`src/rtl/rgc_pkg.sv`:
```
package rgc_pkg;
  typedef enum logic [1:0] {
    MSG_NONE = 2'b00,
    MSG_REQ  = 2'b01,
    MSG_GNT  = 2'b10,
    MSG_SAT  = 2'b11
  } msg_e;

  typedef enum logic [1:0] {
    ST_FREE  = 2'd0,
    ST_LIMIT = 2'd1,
    ST_TAIL  = 2'd2
  } mode_e;
endpackage

```
`src/rtl/rgc_starve_mon.sv`:
```
module rgc_starve_mon #(
  parameter int QD = 3,
  parameter int CW = 2
) (
  input  logic          clk,
  input  logic          rst,
  input  logic          slot_vld,
  input  logic          clr,
  input  logic          blk_wait,
  input  logic          arm,
  output logic          fire,
  output logic [CW-1:0] count
);
  localparam logic [CW-1:0] LIMIT = CW'(QD);

  assign fire = slot_vld && !clr && blk_wait && arm && (count == LIMIT);

  always_ff @(posedge clk) begin
    if (rst) begin
      count <= '0;
    end else if (slot_vld) begin
      if (clr || fire)
        count <= '0;
      else if (blk_wait && count < LIMIT)
        count <= count + 1'b1;
    end
  end


  count_cap_chk: assert property (@(posedge clk) disable iff (rst)
    count <= LIMIT);


  fire_clears_chk: assert property (@(posedge clk) disable iff (rst)
    fire |=> count == '0);
endmodule

```
`src/rtl/rgc_quota.sv`:
```
module rgc_quota #(
  parameter int QUOTA = 2,
  parameter int QW    = 2
) (
  input  logic          clk,
  input  logic          rst,
  input  logic          load,
  input  logic          clr,
  input  logic          dec,
  output logic [QW-1:0] q
);
  localparam logic [QW-1:0] FULL = QW'(QUOTA);

  always_ff @(posedge clk) begin
    if (rst)
      q <= '0;
    else if (clr)
      q <= '0;
    else if (load)
      q <= FULL;
    else if (dec && q != '0)
      q <= q - 1'b1;
  end


  quota_cap_chk: assert property (@(posedge clk) disable iff (rst)
    q <= FULL);
endmodule

```
`src/rtl/rgc_ctrl.sv`:
```
module rgc_ctrl
  import rgc_pkg::*;
#(
  parameter int AW    = 4,
  parameter int QD    = 3,
  parameter int QUOTA = 2,
  localparam int CW   = $clog2(QD + 1),
  localparam int QW   = $clog2(QUOTA + 1)
) (
  input  logic          clk,
  input  logic          rst,
  input  logic          slot_vld,
  input  logic [1:0]    rx_msg,
  input  logic [AW-1:0] rx_addr,
  input  logic          blk_wait,
  input  logic [AW-1:0] blk_dst,
  input  logic          tx_done,
  input  logic [AW-1:0] tx_dst,
  input  logic          hs_pend,
  output logic [1:0]    tx_msg,
  output logic [AW-1:0] tx_addr,
  output logic          limited,
  output logic          tail,
  output logic [AW-1:0] hs_addr,
  output logic [QW-1:0] quota_left,
  output logic          hs_ok
);
  mode_e         state, n_state;
  logic [AW-1:0] hs_q, n_hs;
  logic          held_q, n_held;
  msg_e          rx, o_msg;
  logic [AW-1:0] o_addr, fwd_addr;
  logic          match, inactive, hs_send, success;
  logic          cnt_clr, arm, fire;
  logic          q_load, q_clr, q_dec;
  logic [CW-1:0] count;
  logic [QW-1:0] quota;

  always_comb begin
    rx       = msg_e'(rx_msg);
    match    = (rx_addr == hs_q);
    inactive = (quota == '0) || !hs_pend;
    hs_send  = tx_done && (tx_dst == hs_q);
    success  = tx_done && (tx_dst == blk_dst);
    cnt_clr  = (state != ST_FREE) || success || (rx == MSG_REQ);
    arm      = (state == ST_FREE) && (rx == MSG_NONE);
    fwd_addr = (rx == MSG_NONE) ? '0 : rx_addr;
  end

  rgc_starve_mon #(.QD(QD), .CW(CW)) u_mon (
    .clk(clk), .rst(rst), .slot_vld(slot_vld), .clr(cnt_clr),
    .blk_wait(blk_wait), .arm(arm), .fire(fire), .count(count)
  );

  rgc_quota #(.QUOTA(QUOTA), .QW(QW)) u_quota (
    .clk(clk), .rst(rst), .load(q_load), .clr(q_clr), .dec(q_dec), .q(quota)
  );

  always_comb begin
    n_state = state;
    n_hs    = hs_q;
    n_held  = held_q;
    o_msg   = MSG_NONE;
    o_addr  = '0;
    q_load  = 1'b0;
    q_clr   = 1'b0;
    q_dec   = slot_vld && (state != ST_FREE) && hs_send;
    if (slot_vld) begin
      if (state == ST_FREE) begin
        if (rx == MSG_REQ) begin
          n_state = ST_LIMIT;
          n_hs    = rx_addr;
          q_load  = 1'b1;
          o_msg   = MSG_REQ;
          o_addr  = rx_addr;
        end else if (fire) begin
          n_state = ST_TAIL;
          n_hs    = blk_dst;
          q_load  = 1'b1;
          o_msg   = MSG_REQ;
          o_addr  = blk_dst;
        end else begin
          o_msg   = rx;
          o_addr  = fwd_addr;
        end
      end else begin
        if (rx == MSG_GNT && match) begin
          n_state = ST_FREE;
          n_hs    = '0;
          n_held  = 1'b0;
          q_clr   = 1'b1;
          o_msg   = MSG_GNT;
          o_addr  = rx_addr;
        end else if (rx == MSG_SAT && match) begin
          if (state == ST_TAIL) begin
            n_state = ST_FREE;
            n_hs    = '0;
            n_held  = 1'b0;
            q_clr   = 1'b1;
            o_msg   = MSG_GNT;
            o_addr  = hs_q;
          end else if (inactive) begin
            o_msg   = MSG_SAT;
            o_addr  = rx_addr;
          end else begin
            n_held  = 1'b1;
          end
        end else if (rx != MSG_NONE) begin
          o_msg   = rx;
          o_addr  = rx_addr;
        end else if (held_q && inactive && state == ST_LIMIT) begin
          n_held  = 1'b0;
          o_msg   = MSG_SAT;
          o_addr  = hs_q;
        end
      end
    end
  end

  always_ff @(posedge clk) begin
    if (rst) begin
      state   <= ST_FREE;
      hs_q    <= '0;
      held_q  <= 1'b0;
      tx_msg  <= MSG_NONE;
      tx_addr <= '0;
    end else begin
      state   <= n_state;
      hs_q    <= n_hs;
      held_q  <= n_held;
      tx_msg  <= o_msg;
      tx_addr <= o_addr;
    end
  end

  assign limited    = (state != ST_FREE);
  assign tail       = (state == ST_TAIL);
  assign hs_addr    = hs_q;
  assign quota_left = quota;
  assign hs_ok      = (state == ST_FREE) || (quota != '0);


  free_quota_chk: assert property (@(posedge clk) disable iff (rst)
    (state == ST_FREE) |-> (quota == '0 && hs_q == '0));


  idle_slot_chk: assert property (@(posedge clk) disable iff (rst)
    !$past(slot_vld) |-> (tx_msg == MSG_NONE));


  tail_req_chk: assert property (@(posedge clk) disable iff (rst)
    $rose(tail) |-> (tx_msg == MSG_REQ && tx_addr == hs_q));


  gnt_return_chk: assert property (@(posedge clk) disable iff (rst)
    (slot_vld && state != ST_FREE && rx == MSG_GNT && match)
      |=> (state == ST_FREE && quota == '0));


  tail_grant_chk: assert property (@(posedge clk) disable iff (rst)
    (slot_vld && state == ST_TAIL && rx == MSG_SAT && match)
      |=> (tx_msg == MSG_GNT && !tail));
endmodule

```
`config.mk`:
```
export PLATFORM = sky130hd
export DESIGN_NAME = rgc_ctrl
export DESIGN_NICKNAME = d
export VERILOG_FILES = /design/src/rtl/rgc_pkg.sv /design/src/rtl/rgc_starve_mon.sv /design/src/rtl/rgc_quota.sv /design/src/rtl/rgc_ctrl.sv
export SDC_FILE = /design/constraint.sdc
export NUM_CORES = 1
export LEC_CHECK = 0
export BUFFER_PORTS_ARGS = -buffer_cell sky130_fd_sc_hd__clkbuf_2
export CORE_ASPECT_RATIO = 0.75
export CORE_MARGIN = 2
export CORE_UTILIZATION = 50
export CTS_CLUSTER_SIZE = 20
export DETAILED_ROUTE_END_ITERATION = 10
export PLACE_DENSITY = 0.78
export SETUP_SLACK_MARGIN = 0.1
export SYNTH_ARGS = -nofsm -noshare
export SYNTH_HDL_FRONTEND = slang
export SYNTH_SLANG_ARGS = --single-unit
```
`constraint.sdc`:
```
create_clock -name clk -period 5.3 [get_ports clk]
set_input_delay 1.06 -clock clk [delete_from_list [all_inputs] [get_ports clk]]
set_output_delay 1.06 -clock clk [all_outputs]
set_load 0.1 [all_outputs]
```
# == Word level (Yosys, flattened, before mapping) ==
# Cells that the tools add are included.
# classes
n_addsub,2
magnitude_cmp,1
eq_ne,12
mux,50
n_bitwise,2
reduce_logical,39
# ops
op,count
2-to-1 mux 4 bit,16
2-to-1 mux 2 bit,19
logical AND 1 bit,15
2-to-1 mux 1 bit,15
equality test 4 bit,3
nonzero test 2 bit,5
nonzero test 3 bit,3
equality test 2 bit (second input constant),4
logical NOT 2 bit,3
logical OR 1 bit,5
AND reduction 5 bit,1
equality test 2 x 1 -> 1 bit (second input constant),2
inequality test 4 bit (second input constant),1
AND reduction 4 bit,1
OR reduction 2 bit,2
inequality test 3 x 2 -> 1 bit (second input constant),1
inequality test 3 bit (second input constant),1
OR reduction 3 bit,1
adder 2 x 1 -> 2 bit (second input constant),1
logical NOT 1 bit,2
< comparator 2 bit (second input constant),1
NOT 1 bit,2
AND reduction 2 bit,1
subtractor 2 x 1 -> 2 bit (second input constant),1
# word_totals
reg_bits,17
input_bits,20
out_inout_bits,15
word_cells,114

# == Depth between registers and ports, before layout ==
# Gate-level depths: netlist (run 1).
# logic_depth
word_depth,14
depth_mapped,7
depth_no_buf,7

# == Cells and area by module ==
# From an unflattened synthesis (run 1), not the netlist that was laid out.
# hier_totals
hier_cells,157
hier_area_um2,1266.2
# modules_own_cells
module,n_inst,cells_per_inst,area_each_um2,seq_area_each_um2
rgc_ctrl,1,132,1031.0,260.2
rgc_starve_mon,1,14,118.9,40.0
rgc_quota,1,11,116.4,40.0

# == Worst setup path after synthesis (run 1) ==
# No wires, ideal clock.
# synth_path
path_kind,reg2out
start,register u_quota.q[0]
end,output port hs_ok
t_arrival_ns,1.983
setup_slack_ns,2.257
path_stages_with_launch,4
n_path_buf,0
cell_sequence,dfxtp_1 -> inv_1 -> ha_1 -> nand2_1
# synth_between
elab_chain_cells,2
# synth_rtl
item,line,text
start: declaration,rgc_quota.sv:10,output logic [QW-1:0] q
start signal: assignment,rgc_quota.sv:22,q <= q - 1'b1;
nonzero test 2 bit,rgc_ctrl.sv:140,assign hs_ok = (state == ST_FREE) || (quota != '0);
logical OR 1 bit,rgc_ctrl.sv:140,
end: declaration,rgc_ctrl.sv:26,output logic hs_ok
# Every way passes these cells.

# == Worst setup path in the final report (run 1) ==
# layout_path
start,register state[0]
end,output port hs_ok
# layout_between
elab_chain_cells,2
# layout_rtl
item,line,text
start: declaration,rgc_ctrl.sv:28,"mode_e state, n_state;"
start signal: assignment,rgc_ctrl.sv:128,state <= n_state;
logical NOT 2 bit,rgc_ctrl.sv:140,
logical OR 1 bit,rgc_ctrl.sv:140,
# Every way passes these cells.

==> impl_metrics.yaml, run 1 <==
routing:
  via_per_inst: 6.068
  drtIter0Drc: 86
  drtPass1Iterations: 4
  wl_per_cell_um: 15.76
  drc_errors: 0
  drt_wl_total_um: 3026
  ant_nets: 0
  routed-via-count: 1165
worst_hold_path:
  hp-class: "register to register"
  hold_depth: 1
clock_network:
  hold_buffers: 0
  cts_tree: "done"
  insertion_delay_ns: 0.30
  cts-buffers-inserted: 3
  clk_pin_slew_ns: 0.10
  cts_setup_buffers: 0
  cts.repair.resized: 0
  root_buffer: "clkbuf_4"
  clk_path_buf_depth: 2
  htreeDepth: 1
  cts.sinks: 17
yosys:
  synth.top_cell.area_share: 0.2928
  seq_area_frac_synth: 0.2928
  netlist_instances: 134
  synth_xor_area_frac: 0.09795
  synth.area.top_cells: "dfxtp_1 29%, xnor2_1 7.5%, o2bb2ai_1 5.3%"
  synth_flop_cell: "dfxtp_1"
  synth_edf_count: 0
  synth.distinct_cells: 44
  ys_seq_elements: 17
  synth_nets: 156
  avgSynthCellArea_um2: 8.674
  synth-compound-area-share: 0.2207
  syn_area_um2: 1162
  ys_warn_count: 0
  async_reset_ff_frac: 0
  muxShareOfSynthArea: 0.04736
  synth_top_family_by_area: "simple AND/OR/NAND/NOR gates"
  synth.largest_area_cell: "dfxtp_1"
  yosys.area_share.adder: 0.02153
  synth-simple-area-share: 0.2530
sta:
  clock_skew_ns: 0.002537
  relSlewSlack: 0.4617
  slew_violations: 0
  hold_ws_ns: 0.4587
  finalSetupTns_ns: 0
  hold_violations: 0
  rsz0062_at_grt: "no"
  setup-violations-final: 0
  max_freq_mhz: 374.9
  worst_pin_slew_ns: 0.8058
  final.min_clock_period_ns: 2.667
  period_share: 0.5033
setup_path:
  criticalPathCategory: "register to primary output"
  reg2reg_slack_ns: 3.31
  path_max_fanout: 11
  ff2ff_path_depth: 6
  setup.worst_path.start: "state[0]"
  rr_endpoint: "u_quota.q[1]"
  arrival_ns: 1.61
  cp-end-kind: "primary output"
  crit_required_ns: 4.24
  r2r-start: "state[0]"
  endpoint: "hs_ok"
  critPathLaunchType: "register"
grt:
  grt_usage: 0.2332
  grt_pass1_vias: 970
  grt_pass1_wl_um: 4616
  grt_max_degree: 12
  antenna_found_initial: 0
  grt_overflow: 0
place:
  hpwlAfterDp_um: 2399
  place.gp.congestion: 0.9375
  placed_area_um2: 1311
  placed_cells: 188
  numPortBuffers: 34
floorplan:
  design.die.area_um2: 2730
  die_w_um: 59.68
  core_area_um2: 2252
  dieHeight_um: 45.76
  ioPinCount: 35
  num_rows: 15
  initial_utilization: 0.5161
layout:
  fin_cells: 192
  fill_cells: 218
  areaGrowthSynthToFinish_pct: 15.07
  drive_gt1_frac: 0.2754
  final_cell_mix: "34 x clkbuf_2, 17 x dfxtp_1, 10 x xnor2_1"
  utilization: 0.5939
  diodes: 0
  final_area_um2: 1338
  nets: 190
  final_common_cell: "clkbuf_2"
power_and_ir_drop:
  switching_share: 0.3780
  internal_power_mw: 0.1875
  ir_drop_v: 0.0001364
  pwr-share-comb: 0.305
  power_density_nw_per_um2: 225.4
  power_frac_seq: 0.456
  p_sw_mw: 0.1140
  leakagePower_nw: 0.5237
  p_clk_frac: 0.239
flow_run:
  cap_violations: 0
run_status:
  status: "finished, final reports clean"
## stage by stage
stage / power (mW) / worst slack [ns]
2_1_floorplan: 0.2108 / 2.257
3_3_place_gp: 0.2304 / 2.636
3_5_place_dp: 0.2317 / 2.621
4_1_cts: 0.3042 / 2.628
5_1_grt: 0.3164 / 2.541
6_report: 0.3015 / 2.633
## synth_stat cells (all sizes together), types with 2 or more instances
| cell | number |
|---|---|
| inv | 6 |
| nand3 | 8 |
| nor2 | 7 |
| nand2 | 9 |
| o21ai | 4 |
| nand4 | 4 |
| a21oi | 9 |
| o31ai | 2 |
| a211oi | 4 |
| buf | 4 |
| dfxtp | 17 |
| ha | 2 |
| a221oi | 3 |
| xnor2 | 10 |
| o2bb2ai | 7 |
| nand2b | 2 |
| a31oi | 3 |
| nor2b | 4 |
| or3 | 2 |
| nor3 | 4 |
| or4 | 3 |
| mux2i | 4 |
| xor2 | 3 |
## logic make-up after synthesis
| logic type | Yosys count |
|---|---|
| fa+ha+maj | 2 |
| simple gates | 51 |
| mux | 5 |
| flops | 17 |
| xor+xnor | 13 |
| compound gates | 35 |
| buf+inv | 11 |
## registers in the layout, indices dropped and copies added (netlist names)
register and cells:
hs_addr 4, tx_addr 4, state 2, tx_msg 2, u_mon.count 2, u_quota.q 2
held_q 1
## worst min path at each step
stage                               from        endpoint  slack, ns
after global placement    u_mon.count[0]  u_mon.count[0]       0.44
after CTS                 u_mon.count[0]  u_mon.count[0]       0.46
after global routing      u_mon.count[0]  u_mon.count[0]       0.49
final                     u_mon.count[0]  u_mon.count[0]       0.46
after floorplan           u_mon.count[0]  u_mon.count[0]       0.42
after detailed placement  u_mon.count[0]  u_mon.count[0]       0.45
## layout make-up
cell class | count | area, um2 | share of cell area
Clock buffer | 4 | 26.28 | 0.01964
Sequential cell | 17 | 340.3 | 0.2544
Timing Repair Buffer | 34 | 170.2 | 0.1272
Inverter | 6 | 25.02 | 0.01871
Multi-Input combinational cell | 106 | 744.5 | 0.5566
Tap cell | 25 | 31.28 | 0.02339
## layer usage
metal  routed length [um]  track usage  vias up
li1                     -            -      568
met1                 1330       0.3339      528
met2                 1358       0.3522       64
met3                  314      0.05966        5
met4                   22      0.05333        0
met5                    0            0        -
## critical path, cell delays in order, from the launching register on
cell      delay (ns)
dfxtp_1         0.39
nor2_4          0.28
inv_4           0.11
nand2_1         0.08
clkbuf_2        0.45
## power by group through the flow
stage / Sequential [mW] / Combinational, mW / Clock (mW)
after global routing: 0.138 / 0.0976 / 0.0806
after global placement: 0.140 / 0.0903 / 0
after CTS: 0.137 / 0.0916 / 0.0751
final: 0.137 / 0.0921 / 0.0720
after floorplan: 0.167 / 0.0437 / 0
after detailed placement: 0.140 / 0.0913 / 0
Note: power is estimated with default switching activity, not from simulation.
==> inputs of run 2 (changes only) <==
- clock period: 5.3 -> 2.6 ns (I/O delays scaled with it)
==> impl_metrics.yaml, run 2 (synthesis results as in run 1) <==
layout:
  areaGrowthSynthToFinish_pct: 15.82
  regArea_um2: 341.6
  multi_input_area_um2: 744.5
  final_common_cell: "clkbuf_2"
  fin_cells: 193
  fill_cells: 194
  drive_gt1_frac: 0.2857
  diodes: 0
  nets: 191
  final_cell_mix: "34 x clkbuf_2, 16 x dfxtp_1, 10 x xnor2_1"
sta:
  clock_skew_ns: 0.009973
  final.min_clock_period_ns: 2.145
  hold_ws_ns: 0.4986
  relSlewSlack: 0.5803
  slew_violations: 0
  rsz0062_at_grt: "no"
  max_freq_mhz: 466.1
  setup-violations-final: 0
  hold_violations: 0
  period_share: 0.8251
  finalSetupTns_ns: 0
  worst_pin_slew_ns: 0.6295
setup_path:
  setup.worst_path.start: "state[0]"
  criticalPathCategory: "register to primary output"
  arrival_ns: 1.63
  endpoint: "hs_ok"
  rr_endpoint: "u_quota.q[1]"
  ff2ff_path_depth: 6
  cp-end-kind: "primary output"
  reg2reg_slack_ns: 0.63
  path_max_fanout: 11
  r2r-start: "state[0]"
  critPathLaunchType: "register"
  crit_required_ns: 2.08
grt:
  grt_usage: 0.2304
  grt_pass1_wl_um: 4609
  grt_overflow: 0
  grt_pass1_vias: 1005
  grt_max_degree: 12
  antenna_found_initial: 0
flow_run:
  cap_violations: 0
floorplan:
  dieHeight_um: 45.76
  design.die.area_um2: 2730
  ioPinCount: 35
  num_rows: 15
  die_w_um: 59.68
  core_area_um2: 2252
  initial_utilization: 0.5161
clock_network:
  cts_tree: "done"
  cts_setup_buffers: 0
  cts.sinks: 17
  clk_pin_slew_ns: 0.11
  root_buffer: "clkbuf_4"
  cts-buffers-inserted: 3
  clk_path_buf_depth: 2
  cts.repair.resized: 0
  htreeDepth: 1
  insertion_delay_ns: 0.31
  hold_buffers: 0
place:
  placed_cells: 189
  numPortBuffers: 34
  place.gp.congestion: 0.9002
  hpwlAfterDp_um: 2378
power_and_ir_drop:
  power_density_nw_per_um2: 461.8
  leakagePower_nw: 0.5294
  p_clk_frac: 0.245
  internal_power_mw: 0.3834
  ir_drop_v: 0.0002870
  switching_share: 0.3834
  p_sw_mw: 0.2384
  power_frac_seq: 0.450
  pwr-share-comb: 0.305
routing:
  routed-via-count: 1192
  drt_wl_total_um: 3056
  ant_nets: 0
  via_per_inst: 6.176
  wl_per_cell_um: 15.83
  drc_errors: 0
  drtIter0Drc: 84
  drtPass1Iterations: 4
worst_hold_path:
  hp-class: "register to register"
run_status:
  status: "finished, final reports clean"
## run 2: changes by cell type in the layout (fill, tap and decap cells not counted), sizes merged
| cell | change |
|---|---|
| buf | +1 |
## run 2: layout make-up
type,instances,share of cell area
Clock buffer,4,0.01952
Multi-Input combinational cell,106,0.5530
Timing Repair Buffer,35,0.1320
Tap cell,25,0.02323
Inverter,6,0.01859
Sequential cell,17,0.2537
## run 2: metrics by stage
step                      cell area, um2    util  setup slack [ns]  total power [mW]
after floorplan                     1164       -            0.1037            0.4297
after global placement              1320  0.5861            0.5384            0.4688
after detailed placement            1320  0.5861            0.4774            0.4730
after CTS                           1346  0.5978            0.4675            0.6181
after global routing                1346  0.5978            0.3564            0.6451
final                               1346  0.5978            0.4547            0.6217
## run 2: critical path, cell delays in order (launching register included)
cell and delay [ns]:
dfxtp_1 0.39, nor2_4 0.28, inv_4 0.11, nand2_1 0.08, clkbuf_2 0.45
## run 2: per-layer routing
layer | track usage | vias to the layer above | wire, um | part of all wire
li1 | - | 576 | - | -
met1 | 0.3184 | 543 | 1390 | 0.45
met3 | 0.07102 | 8 | 272 | 0.089
met4 | 0.1022 | 0 | 58 | 0.019
met2 | 0.3283 | 65 | 1335 | 0.44
met5 | 0 | - | 0 | 0
## run 2: how the worst min path moves through the flow
stage	from	depth (start not counted)	endpoint
final	u_mon.count[0]	1	u_mon.count[0]
after global routing	rst	2	state[0]
after CTS	rst	2	state[0]
after detailed placement	u_mon.count[0]	1	u_mon.count[0]
after global placement	u_mon.count[0]	1	u_mon.count[0]
after floorplan	u_mon.count[0]	1	u_mon.count[0]
## run 2: power by group through the flow
stage               logic [mW]  clock network [mW]  registers, mW
CTS                      0.188               0.150          0.280
detailed placement       0.187                   0          0.286
global route             0.201               0.163          0.281
floorplan               0.0891                   0          0.341
global placement         0.184                   0          0.285
finish                   0.190               0.152          0.280
==> inputs of run 3 (changes only) <==
- clock period: 2.6 -> 2 ns (I/O delays scaled with it)
==> impl_metrics.yaml, run 3 (synthesis results as in run 1) <==
grt:
  grt_max_degree: 11
  antenna_found_initial: 0
  grt_usage: 0.2285
  grt_pass1_wl_um: 4595
  grt_pass1_vias: 1015
  grt_overflow: 0
floorplan:
  design.die.area_um2: 2730
  num_rows: 15
  core_area_um2: 2252
  dieHeight_um: 45.76
  ioPinCount: 35
  initial_utilization: 0.5161
  die_w_um: 59.68
place:
  hpwlAfterDp_um: 2364
  placed_cells: 196
  numPortBuffers: 34
  placed_area_um2: 1411
  place.gp.congestion: 0.8283
  preCtsSetupSlack_ns: 0.1064
sta:
  hold_violations: 0
  slew_violations: 0
  rsz0062_at_grt: "no"
  clock_skew_ns: 0.003399
  final.min_clock_period_ns: 1.816
  setup_slack_ns: 0.1836
  period_share: 0.9082
  hold_ws_ns: 0.4060
  relSlewSlack: 0.6389
  setup-violations-final: 0
  worst_pin_slew_ns: 0.5440
  max_freq_mhz: 550.5
  finalSetupTns_ns: 0
layout:
  final_cell_mix: "32 x clkbuf_2, 10 x xnor2_1, 10 x dfxtp_1, 10 x buf_4, 9 x a21oi_1"
  final_common_cell: "clkbuf_2"
  final_area_um2: 1445
  drive_gt1_frac: 0.3714
  utilization: 0.6417
  areaGrowthSynthToFinish_pct: 24.33
  diodes: 0
  nets: 198
  fin_cells: 200
setup_path:
  r2r-start: "state[1]"
  path_max_fanout: 5
  reg2reg_slack_ns: 0.21
  critPathLaunchType: "register"
  ff2ff_path_depth: 6
  crit_required_ns: 1.60
  rr_endpoint: "u_quota.q[1]"
  setup.worst_path.start: "state[1]"
  arrival_ns: 1.42
  criticalPathCategory: "register to primary output"
  cp-end-kind: "primary output"
  endpoint: "tail"
clock_network:
  cts-buffers-inserted: 3
  insertion_delay_ns: 0.29
  clk_path_buf_depth: 2
  cts_tree: "done"
  clk_pin_slew_ns: 0.09
  cts.sinks: 17
  htreeDepth: 1
  hold_buffers: 0
  root_buffer: "clkbuf_4"
routing:
  drt_wl_total_um: 3029
  drc_errors: 0
  drtIter0Drc: 52
  ant_nets: 0
  routed-via-count: 1214
  wl_per_cell_um: 15.15
  via_per_inst: 6.070
  drtPass1Iterations: 4
power_and_ir_drop:
  ir_drop_v: 0.0004512
  power_density_nw_per_um2: 558.4
  total_power_mw: 0.8070
  leakagePower_nw: 0.5718
flow_run:
  cap_violations: 0
worst_hold_path:
  hp-class: "primary input to register"
run_status:
  status: "finished, final reports clean"
## run 3: worst min path at each step
stage / startpoint / to / slack [ns] / depth (start not counted)
floorplan: u_mon.count[0] / u_mon.count[0] / 0.42 / 1
global placement: u_mon.count[0] / u_mon.count[0] / 0.44 / 1
detailed placement: u_mon.count[0] / u_mon.count[0] / 0.45 / 1
CTS: rst / u_quota.q[1] / 0.40 / 2
global route: rst / u_quota.q[1] / 0.39 / 2
finish: rx_addr[3] / tx_addr[3] / 0.41 / 3
## run 3: per-layer routing
metal	GRT usage	share of wire	routed length, um	up-vias
met1	0.3241	0.46	1404	565
li1	-	-	-	582
met2	0.3413	0.45	1350	63
met4	0.05333	0.0083	25	0
met3	0.06818	0.082	249	4
met5	0	0	0	-
## run 3: report_power, final
group	switching [mW]	internal, mW	total (mW)
registers	0.0123	0.347	0.360
logic	0.180	0.0797	0.260
clock network	0.110	0.0777	0.187
total	0.302	0.505	0.807
## run 3: layout make-up
type	instances	area (um2)
Clock buffer	4	26.28
Fill cell	207	807.0
Inverter	6	25.02
Multi-Input combinational cell	106	763.2
Sequential cell	17	364.1
Tap cell	25	31.28
Timing Repair Buffer	42	235.2
## run 3: critical path, stage by stage (launching register included)
cell	delay (ns)
dfxtp_1	0.44
and2b_2	0.22
clkbuf_2	0.46
## run 3: timing repair
action                                  4_1_cts  5_1_grt
endpoints found under the setup margin        0        2
gates resized for setup                       0        2
setup buffers                                 0        0
